### config.mk
export PLATFORM = sky130hd
export DESIGN_NAME = flash_prot_lock
export DESIGN_NICKNAME = d
export VERILOG_FILES = /design/src/rtl/fpl_pkg.sv /design/src/rtl/fpl_lock_fsm.sv /design/src/rtl/fpl_sect_bank.sv /design/src/rtl/fpl_stat_pack.sv /design/src/rtl/flash_prot_lock.sv
export SDC_FILE = /design/constraint.sdc
export NUM_CORES = 1
export LEC_CHECK = 0
export BUFFER_PORTS_ARGS = -buffer_cell sky130_fd_sc_hd__buf_2
export CAP_MARGIN = 20
export CORE_ASPECT_RATIO = 0.8
export CORE_UTILIZATION = 30
export CTS_BUF_LIST = sky130_fd_sc_hd__clkbuf_16
export DETAILED_ROUTE_END_ITERATION = 10
export PLACE_DENSITY = 0.61
export SLEW_MARGIN = 20
export SYNTH_ARGS = -nofsm -noshare
export SYNTH_HDL_FRONTEND = slang
export SYNTH_SLANG_ARGS = --single-unit
export TNS_END_PERCENT = 30
### constraint.sdc
create_clock -name clk -period 1.9 [get_ports clk]
set_input_delay 0.38 -clock clk [delete_from_list [all_inputs] [get_ports clk]]
set_output_delay 0.38 -clock clk [all_outputs]
set_load 0.05 [all_outputs]
### src/rtl/fpl_pkg.sv
package fpl_pkg;
    typedef enum logic {
        ST_OPEN   = 1'b0,
        ST_LOCKED = 1'b1
    } lock_state_t;

    typedef enum logic [1:0] {
        SUM_NONE = 2'b00,
        SUM_SOME = 2'b01,
        SUM_ALL  = 2'b11
    } prot_sum_t;

    localparam int LOCK_BIT_POS = 7;
    localparam int PIN_BIT_POS  = 4;
    localparam int GLOB_HI      = 5;
    localparam int GLOB_LO      = 2;
endpackage

### src/rtl/fpl_lock_fsm.sv
module fpl_lock_fsm
    import fpl_pkg::*;
(
    input  logic clk,
    input  logic rst_n,
    input  logic wp_n,
    input  logic wrsr_stb,
    input  logic wrsr_lock,
    output logic lock_q,
    output logic single_ok,
    output logic glob_ok
);
    lock_state_t state_q, state_d;

    always_ff @(posedge clk or negedge rst_n) begin
        if (!rst_n) state_q <= ST_OPEN;
        else        state_q <= state_d;
    end

    always_comb begin
        state_d = state_q;
        unique case (state_q)
            ST_OPEN:   if (wrsr_stb && wrsr_lock)          state_d = ST_LOCKED; // T_SET_LOCK
            ST_LOCKED: if (wrsr_stb && wp_n && !wrsr_lock) state_d = ST_OPEN;   // T_CLEAR_LOCK
            default:   state_d = ST_OPEN;
        endcase
    end

    always_comb begin
        lock_q    = 1'b0;
        single_ok = 1'b0;
        glob_ok   = 1'b0;
        unique case (state_q)
            ST_OPEN: begin
                single_ok = !wrsr_stb;
                glob_ok   = wrsr_stb;
            end
            ST_LOCKED: lock_q = 1'b1;
            default: ;
        endcase
    end


    hw_hold_chk: assert property (@(posedge clk) disable iff (!rst_n)
        (lock_q && !wp_n) |=> lock_q);


    clear_needs_pin_chk: assert property (@(posedge clk) disable iff (!rst_n)
        $fell(lock_q) |-> $past(wp_n));
endmodule

### src/rtl/fpl_sect_bank.sv
module fpl_sect_bank
    import fpl_pkg::*;
#(
    parameter int NUM_SECT = 16,
    localparam int IDX_W   = (NUM_SECT > 1) ? $clog2(NUM_SECT) : 1
) (
    input  logic                clk,
    input  logic                rst_n,
    input  logic                lock_q,
    input  logic                single_ok,
    input  logic                glob_ok,
    input  logic                prot_stb,
    input  logic                unprot_stb,
    input  logic [IDX_W-1:0]    sect_idx,
    input  logic [7:0]          wrsr_data,
    output logic [NUM_SECT-1:0] prot_q
);
    localparam int GLOB_W = GLOB_HI - GLOB_LO + 1;

    logic glob_set, glob_clr;

    always_comb begin
        glob_set = glob_ok && (wrsr_data[GLOB_HI:GLOB_LO] == {GLOB_W{1'b1}});
        glob_clr = glob_ok && (wrsr_data[GLOB_HI:GLOB_LO] == {GLOB_W{1'b0}});
    end

    generate
        for (genvar i = 0; i < NUM_SECT; i++) begin : g_sect
            logic hit;
            assign hit = single_ok && (sect_idx == IDX_W'(i));
            always_ff @(posedge clk or negedge rst_n) begin
                if (!rst_n)                  prot_q[i] <= 1'b1;
                else if (glob_set)           prot_q[i] <= 1'b1;
                else if (glob_clr)           prot_q[i] <= 1'b0;
                else if (hit && prot_stb)    prot_q[i] <= 1'b1;
                else if (hit && unprot_stb)  prot_q[i] <= 1'b0;
            end
        end
    endgenerate


    locked_stable_chk: assert property (@(posedge clk) disable iff (!rst_n)
        lock_q |=> $stable(prot_q));


    idle_stable_chk: assert property (@(posedge clk) disable iff (!rst_n)
        (!prot_stb && !unprot_stb && !wrsr_stb_seen()) |=> $stable(prot_q));

    function automatic logic wrsr_stb_seen();
        return glob_ok;
    endfunction
endmodule

### src/rtl/fpl_stat_pack.sv
module fpl_stat_pack
    import fpl_pkg::*;
#(
    parameter int NUM_SECT = 16
) (
    input  logic [NUM_SECT-1:0] prot_q,
    input  logic                lock_q,
    input  logic                wp_n,
    output logic [7:0]          status
);
    prot_sum_t sum;

    always_comb begin
        if (&prot_q)      sum = SUM_ALL;
        else if (|prot_q) sum = SUM_SOME;
        else              sum = SUM_NONE;
        status                  = 8'h00;
        status[LOCK_BIT_POS]    = lock_q;
        status[PIN_BIT_POS]     = wp_n;
        status[GLOB_HI-2:GLOB_LO] = sum;
    end
endmodule

### src/rtl/flash_prot_lock.sv
module flash_prot_lock
    import fpl_pkg::*;
#(
    parameter int NUM_SECT = 16,
    localparam int IDX_W   = (NUM_SECT > 1) ? $clog2(NUM_SECT) : 1
) (
    input  logic                clk,
    input  logic                rst_n,
    input  logic                wp_n,
    input  logic                prot_stb,
    input  logic                unprot_stb,
    input  logic [IDX_W-1:0]    sect_idx,
    input  logic                wrsr_stb,
    input  logic [7:0]          wrsr_data,
    output logic [NUM_SECT-1:0] sect_prot,
    output logic                lock_bit,
    output logic [7:0]          status
);
    logic lock_q, single_ok, glob_ok;

    fpl_lock_fsm u_fsm (
        .clk       (clk),
        .rst_n     (rst_n),
        .wp_n      (wp_n),
        .wrsr_stb  (wrsr_stb),
        .wrsr_lock (wrsr_data[LOCK_BIT_POS]),
        .lock_q    (lock_q),
        .single_ok (single_ok),
        .glob_ok   (glob_ok)
    );

    fpl_sect_bank #(.NUM_SECT(NUM_SECT)) u_bank (
        .clk        (clk),
        .rst_n      (rst_n),
        .lock_q     (lock_q),
        .single_ok  (single_ok),
        .glob_ok    (glob_ok),
        .prot_stb   (prot_stb),
        .unprot_stb (unprot_stb),
        .sect_idx   (sect_idx),
        .wrsr_data  (wrsr_data),
        .prot_q     (sect_prot)
    );

    fpl_stat_pack #(.NUM_SECT(NUM_SECT)) u_stat (
        .prot_q (sect_prot),
        .lock_q (lock_q),
        .wp_n   (wp_n),
        .status (status)
    );

    assign lock_bit = lock_q;


    wrsr_priority_chk: assert property (@(posedge clk) disable iff (!rst_n)
        (wrsr_stb && !lock_q && wrsr_data[5:2] != 4'hF && wrsr_data[5:2] != 4'h0)
            |=> $stable(sect_prot));
endmodule

; Word level (Yosys, flattened, before mapping)
; Cells that the tools add are included.
[classes]
bitwise_logic = 1
n_eq_ne = 16
n_mux = 72
reduce_logical = 75
[op_table]
columns = operator, count
row1 = two-way mux 1 bit, 70
row2 = nonzero test 4 bit, 16
row3 = logical AND 1 bit, 53
row4 = "equality test 4 bit, second input constant", 9
row5 = "equality test 4 x 3 -> 1 bit, second input constant", 4
row6 = AND reduction 16 bit, 1
row7 = OR reduction 16 bit, 1
row8 = "equality test 4 x 2 -> 1 bit, second input constant", 2
row9 = zero test 4 bit, 2
row10 = "equality test 4 x 1 -> 1 bit, second input constant", 1
row11 = zero test 1 bit, 2
row12 = two-way mux 2 bit, 1
row13 = case mux 1 bit (2 select lines), 1
row14 = NOT 1 bit, 1
[totals]
reg_bits = 17
wordCells = 181
inputBits = 18
output_inout_bits = 25

; Longest topological paths before layout
[logic_depth]
word_depth = 8
ltp_mapped = 5
depth_no_buf = 3

; Hierarchy
; A second synthesis with hierarchy kept.
[hier_totals]
cells_unflattened = 99
hier_area_um2 = 1022.2
[modules_own_cells]
columns = mod, area_each_um2, n_inst, seq_area_each_um2, cells_per_inst
row1 = fpl_sect_bank, 857.1, 1, 420.4, 77
row2 = fpl_stat_pack, 117.6, 1, 0.0, 17
row3 = fpl_lock_fsm, 47.5, 1, 25.0, 5

; Worst setup path after synthesis
; Ideal clock, no wire load.
[synth_timing]
kind = reg-to-output
startpoint = register u_bank.prot_q[4]
endpoint = output status[3]
setup_slack_ns = -0.863
arrival_ns = 2.383
path_buffers = 0
stages_incl_launch_ff = 3
required_time_ns = 1.520
cell_sequence = dfstp_2 > nand4_1 > nor4_1
[synth_between]
elab_chain_len = 2
[synth_rtl]
columns = element, line_no
row1 = "start, declared", fpl_sect_bank.sv:16  ; output logic [NUM_SECT-1:0] prot_q
row2 = "start signal, assigned by index", fpl_sect_bank.sv:32  ; if (!rst_n) prot_q[i] <= 1'b1;
row3 = "start signal, assigned by index", fpl_sect_bank.sv:33  ; else if (glob_set) prot_q[i] <= 1'b1;
row4 = "start signal, assigned by index", fpl_sect_bank.sv:34  ; else if (glob_clr) prot_q[i] <= 1'b0;
row5 = AND reduction 16 bit, fpl_stat_pack.sv:14  ; if (&prot_q) sum = SUM_ALL;
row6 = two-way mux 2 bit, fpl_stat_pack.sv:14
row7 = "end, declared", flash_prot_lock.sv:17  ; output logic [7:0] status
; No other way between the ends.

; Worst setup path in the final report
[layout_timing]
startpoint = register u_bank.prot_q[13]
endpoint = output status[3]
; The elaborated chain is that of the path after synthesis.

==> flow_summary.json <==
{
  "clk_latency_ps": 250,
  "top_layer": "met4",
  "max_freq_mhz": 544,
  "critical_path_required_ps": 1520,
  "final_layout_size_suffix_gt1_share_pct": 49.6,
  "ir_worst_vdd_mv": 0.422,
  "ys_async_sr_fraction_pct": 100,
  "grt_pass1_wl_um": 4070,
  "seqPwrFrac_pct": 36.1,
  "power_frac_comb_pct": 41.2,
  "nets": 140,
  "vias": 910,
  "clock_skew_ps": 0.456,
  "post_cts.repair.setup_buffers": 0,
  "routed_wl_um": 2580,
  "synth_seq_cells": 17,
  "crit_chain": "nand4_1 -> nor4_4 -> buf_6",
  "finalNonFillerCells": 161,
  "hold_buffers": 0,
  "core-area_um2": 3090,
  "multi_input_area_um2": 468,
  "reg2reg_to": "u_bank.prot_q[14]",
  "ys_top_cells_by_area": "dfstp_2 43%, o221ai_1 14%, o21ai_0 8.3%",
  "cap_violations": 0,
  "synth.mux.area_fraction_pct": 0,
  "hold_viol": 0,
  "max_stage_delay_ps": 550,
  "rr_startpoint": "u_fsm.state_q",
  "startpoint_type": "flip-flop",
  "ys_types": 24,
  "synth_top_family_by_area": "compound AO/OA/AOI/OAI gates",
  "portBuffers": 35,
  "antenna_left": 0,
  "fin_crit_ps": 1840,
  "grt_overflow": 0,
  "dp_hpwl_um": 1820,
  "rsz0062_at_grt": "no",
  "hold_path.class": "in2async",
  "r2r_setup_slack_ps": 270,
  "synthTopCellsByCount": "16 x dfstp_2, 16 x o21ai_0, 16 x o221ai_1",
  "ys.flop_type": "dfstp_2",
  "worst_r2r_path_depth": 3,
  "clkTransAtPathRegs_ps": 50,
  "grt_max_degree": 18,
  "dr_wl_met3_um": 127,
  "synth.largest_area_cell": "dfstp_2",
  "cts_inserted_buffers": 3,
  "fin_crit_sh_pct": 96.7,
  "synth-adder-area-share_pct": 0,
  "grt.total_usage_pct": 16.2,
  "grt_pass1_vias": 833,
  "clk_path_buf_depth": 2,
  "regArea_um2": 445,
  "yosysTopAreaCellShare_pct": 43.4,
  "p_clk_share_pct": 22.8,
  "cp_max_fo": 4,
  "drcViolationCount": 0,
  "start_util_pct": 31.4,
  "status": "complete, no violations",
  "slew_violations": 0,
  "viasPerCell": 5.65,
  "die_area_um2": 3470,
  "num_antenna_cells": 0,
  "std_cell_rows": 18,
  "wl_met2_um": 1130,
  "cts_root_buf": "clkbuf_16",
  "setup_violations": 0,
  "syn2layout_area_growth_pct": 26.2,
  "drt_first_pass_iters": 4,
  "n_fill_cell": 320,
  "synthXorXnorAreaFrac_pct": 0,
  "wl_per_cell_um": 16.0,
  "end_kind": "output port",
  "synth_edf_count": 0,
  "syn_area_um2": 970,
  "synth-compound-area-share_pct": 25.3,
  "worstSetupPathType": "reg2out",
  "dieHeight_um": 52.9,
  "postSynthAreaPerCell_um2": 10.5,
  "antenna_found_initial": 0,
  "cts_tree": "yes",
  "crit_start": "u_bank.prot_q[13]",
  "dpl.cell_count": 157,
  "synthCells": 92,
  "finalCoreUtilization_pct": 39.7,
  "io_pins": 43,
  "yosys_warnings": 0,
  "p_sw_share_pct": 44.7,
  "synth-simple-area-share_pct": 19.9,
  "drt-initial-drc-count": 35,
  "cp_data_arrival_time_ps": 1460,
  "p_leak_nw": 0.480,
  "cts_max_level": 1,
  "slowest_stage": "dfstp_2",
  "p_int_w": 0.00102,
  "gp_congestion": 0.767,
  "place_ws_ps": 168,
  "die_w_um": 65.6,
  "yosysSeqAreaShare_pct": 45.9,
  "clock_sinks": 17,
  "p_switching_w": 0.000822,
  "wl_met1_um": 1310,
  "powerDensity_nw_per_um2": 1500,
  "finalWorstSetupSlack_ps": 61.8
}
==> cell type report <==
type / instances / share of cell area [%]
Tap cell: 40 / 4.09
Multi-Input combinational cell: 65 / 38.2
Timing Repair Buffer: 35 / 14.8
Clock buffer: 3 / 6.13
Sequential cell: 17 / 36.4
Clock inverter: 1 / 0.307
==> per-stage QoR <==
stage	total power [W]	hold slack, ps	instance area (um^2)	TNS [ps]
after global routing	0.00193	76.7	1220	0
after detailed placement	0.00142	321	1140	0
after global placement	0.00141	319	1140	0
after floorplan	0.00125	84.4	996	-52.6
final	0.00184	45.3	1220	0
after CTS	0.00185	57.3	1220	0
==> cells by family (layout without fill, tap and decap cells) <==
group                  count (synthesis)  in the layout
AND/OR/NAND/NOR                       27             27
other                                  1              4
buffers and inverters                 13             39
flip-flops                            17             17
AO/OA/AOI/OAI                         34             34
==> cell usage in the layout (no fill, tap or decap) <==
| cell | netlist | routed |
|---|---|---|
| or2_2 | 1 | 1 |
| inv_1 | 0 | 1 |
| dfstp_2 | 16 | 16 |
| o221ai_1 | 16 | 16 |
| nand4_1 | 6 | 6 |
| or3b_2 | 2 | 2 |
| conb_1 | 1 | 4 |
| or4b_1 | 2 | 2 |
| nand3_1 | 2 | 2 |
| nand3b_1 | 4 | 4 |
| clkbuf_16 | 0 | 3 |
| nor4_1 | 5 | 4 |
| o21ai_0 | 16 | 16 |
| nand4bb_1 | 1 | 1 |
| buf_6 | 1 | 1 |
| dfrtp_1 | 1 | 1 |
| nand2b_1 | 1 | 1 |
| a21oi_4 | 1 | 1 |
| or4_4 | 1 | 1 |
| buf_2 | 1 | 34 |
| nor4_4 | 0 | 1 |
| a22o_1 | 1 | 1 |
| nand2_1 | 1 | 1 |
| or4_1 | 1 | 1 |
==> timing repair <==
action / in CTS / in global routing
gates resized for setup: 1 / 1
pin swaps: 0 / 2
endpoints found under the setup margin: 1 / 1
hold endpoints to repair: 0 / 0
==> state kept, by name, indices dropped and copies added, names as in the netlist <==
signal         count
u_bank.prot_q     16
u_fsm.state_q      1
==> power by group through the flow <==
| stage | clock network [W] | registers (W) | logic (W) |
|---|---|---|---|
| after detailed placement | 0 | 0.000663 | 0.000759 |
| after global placement | 0 | 0.000659 | 0.000754 |
| after global routing | 0.000447 | 0.000682 | 0.000802 |
| after floorplan | 0 | 0.00105 | 0.000206 |
| final | 0.000419 | 0.000663 | 0.000758 |
| after CTS | 0.000428 | 0.000660 | 0.000760 |
==> how the worst max path moves through the flow <==
stage	to	cells past startpoint
3_3_place_gp	u_bank.prot_q[9]	4
5_1_grt	status[3]	3
4_1_cts	status[3]	3
3_5_place_dp	u_bank.prot_q[1]	4
2_1_floorplan	status[3]	2
6_report	status[3]	3
==> critical path, delay by kind of cell, from the launching register on <==
kind	cells	cell delay, ps
buffers and inverters	1	190
flip-flops	1	550
AND/OR/NAND/NOR	2	470
==> routing by layer <==
| metal | track usage (%) | vias to the layer above |
|---|---|---|
| li1 | - | 430 |
| met1 | 21.2 | 452 |
| met2 | 27.0 | 26 |
| met3 | 4.74 | 2 |
| met4 | 2.17 | 0 |
| met5 | 0 | - |
Power figures use the tool's default switching activity.
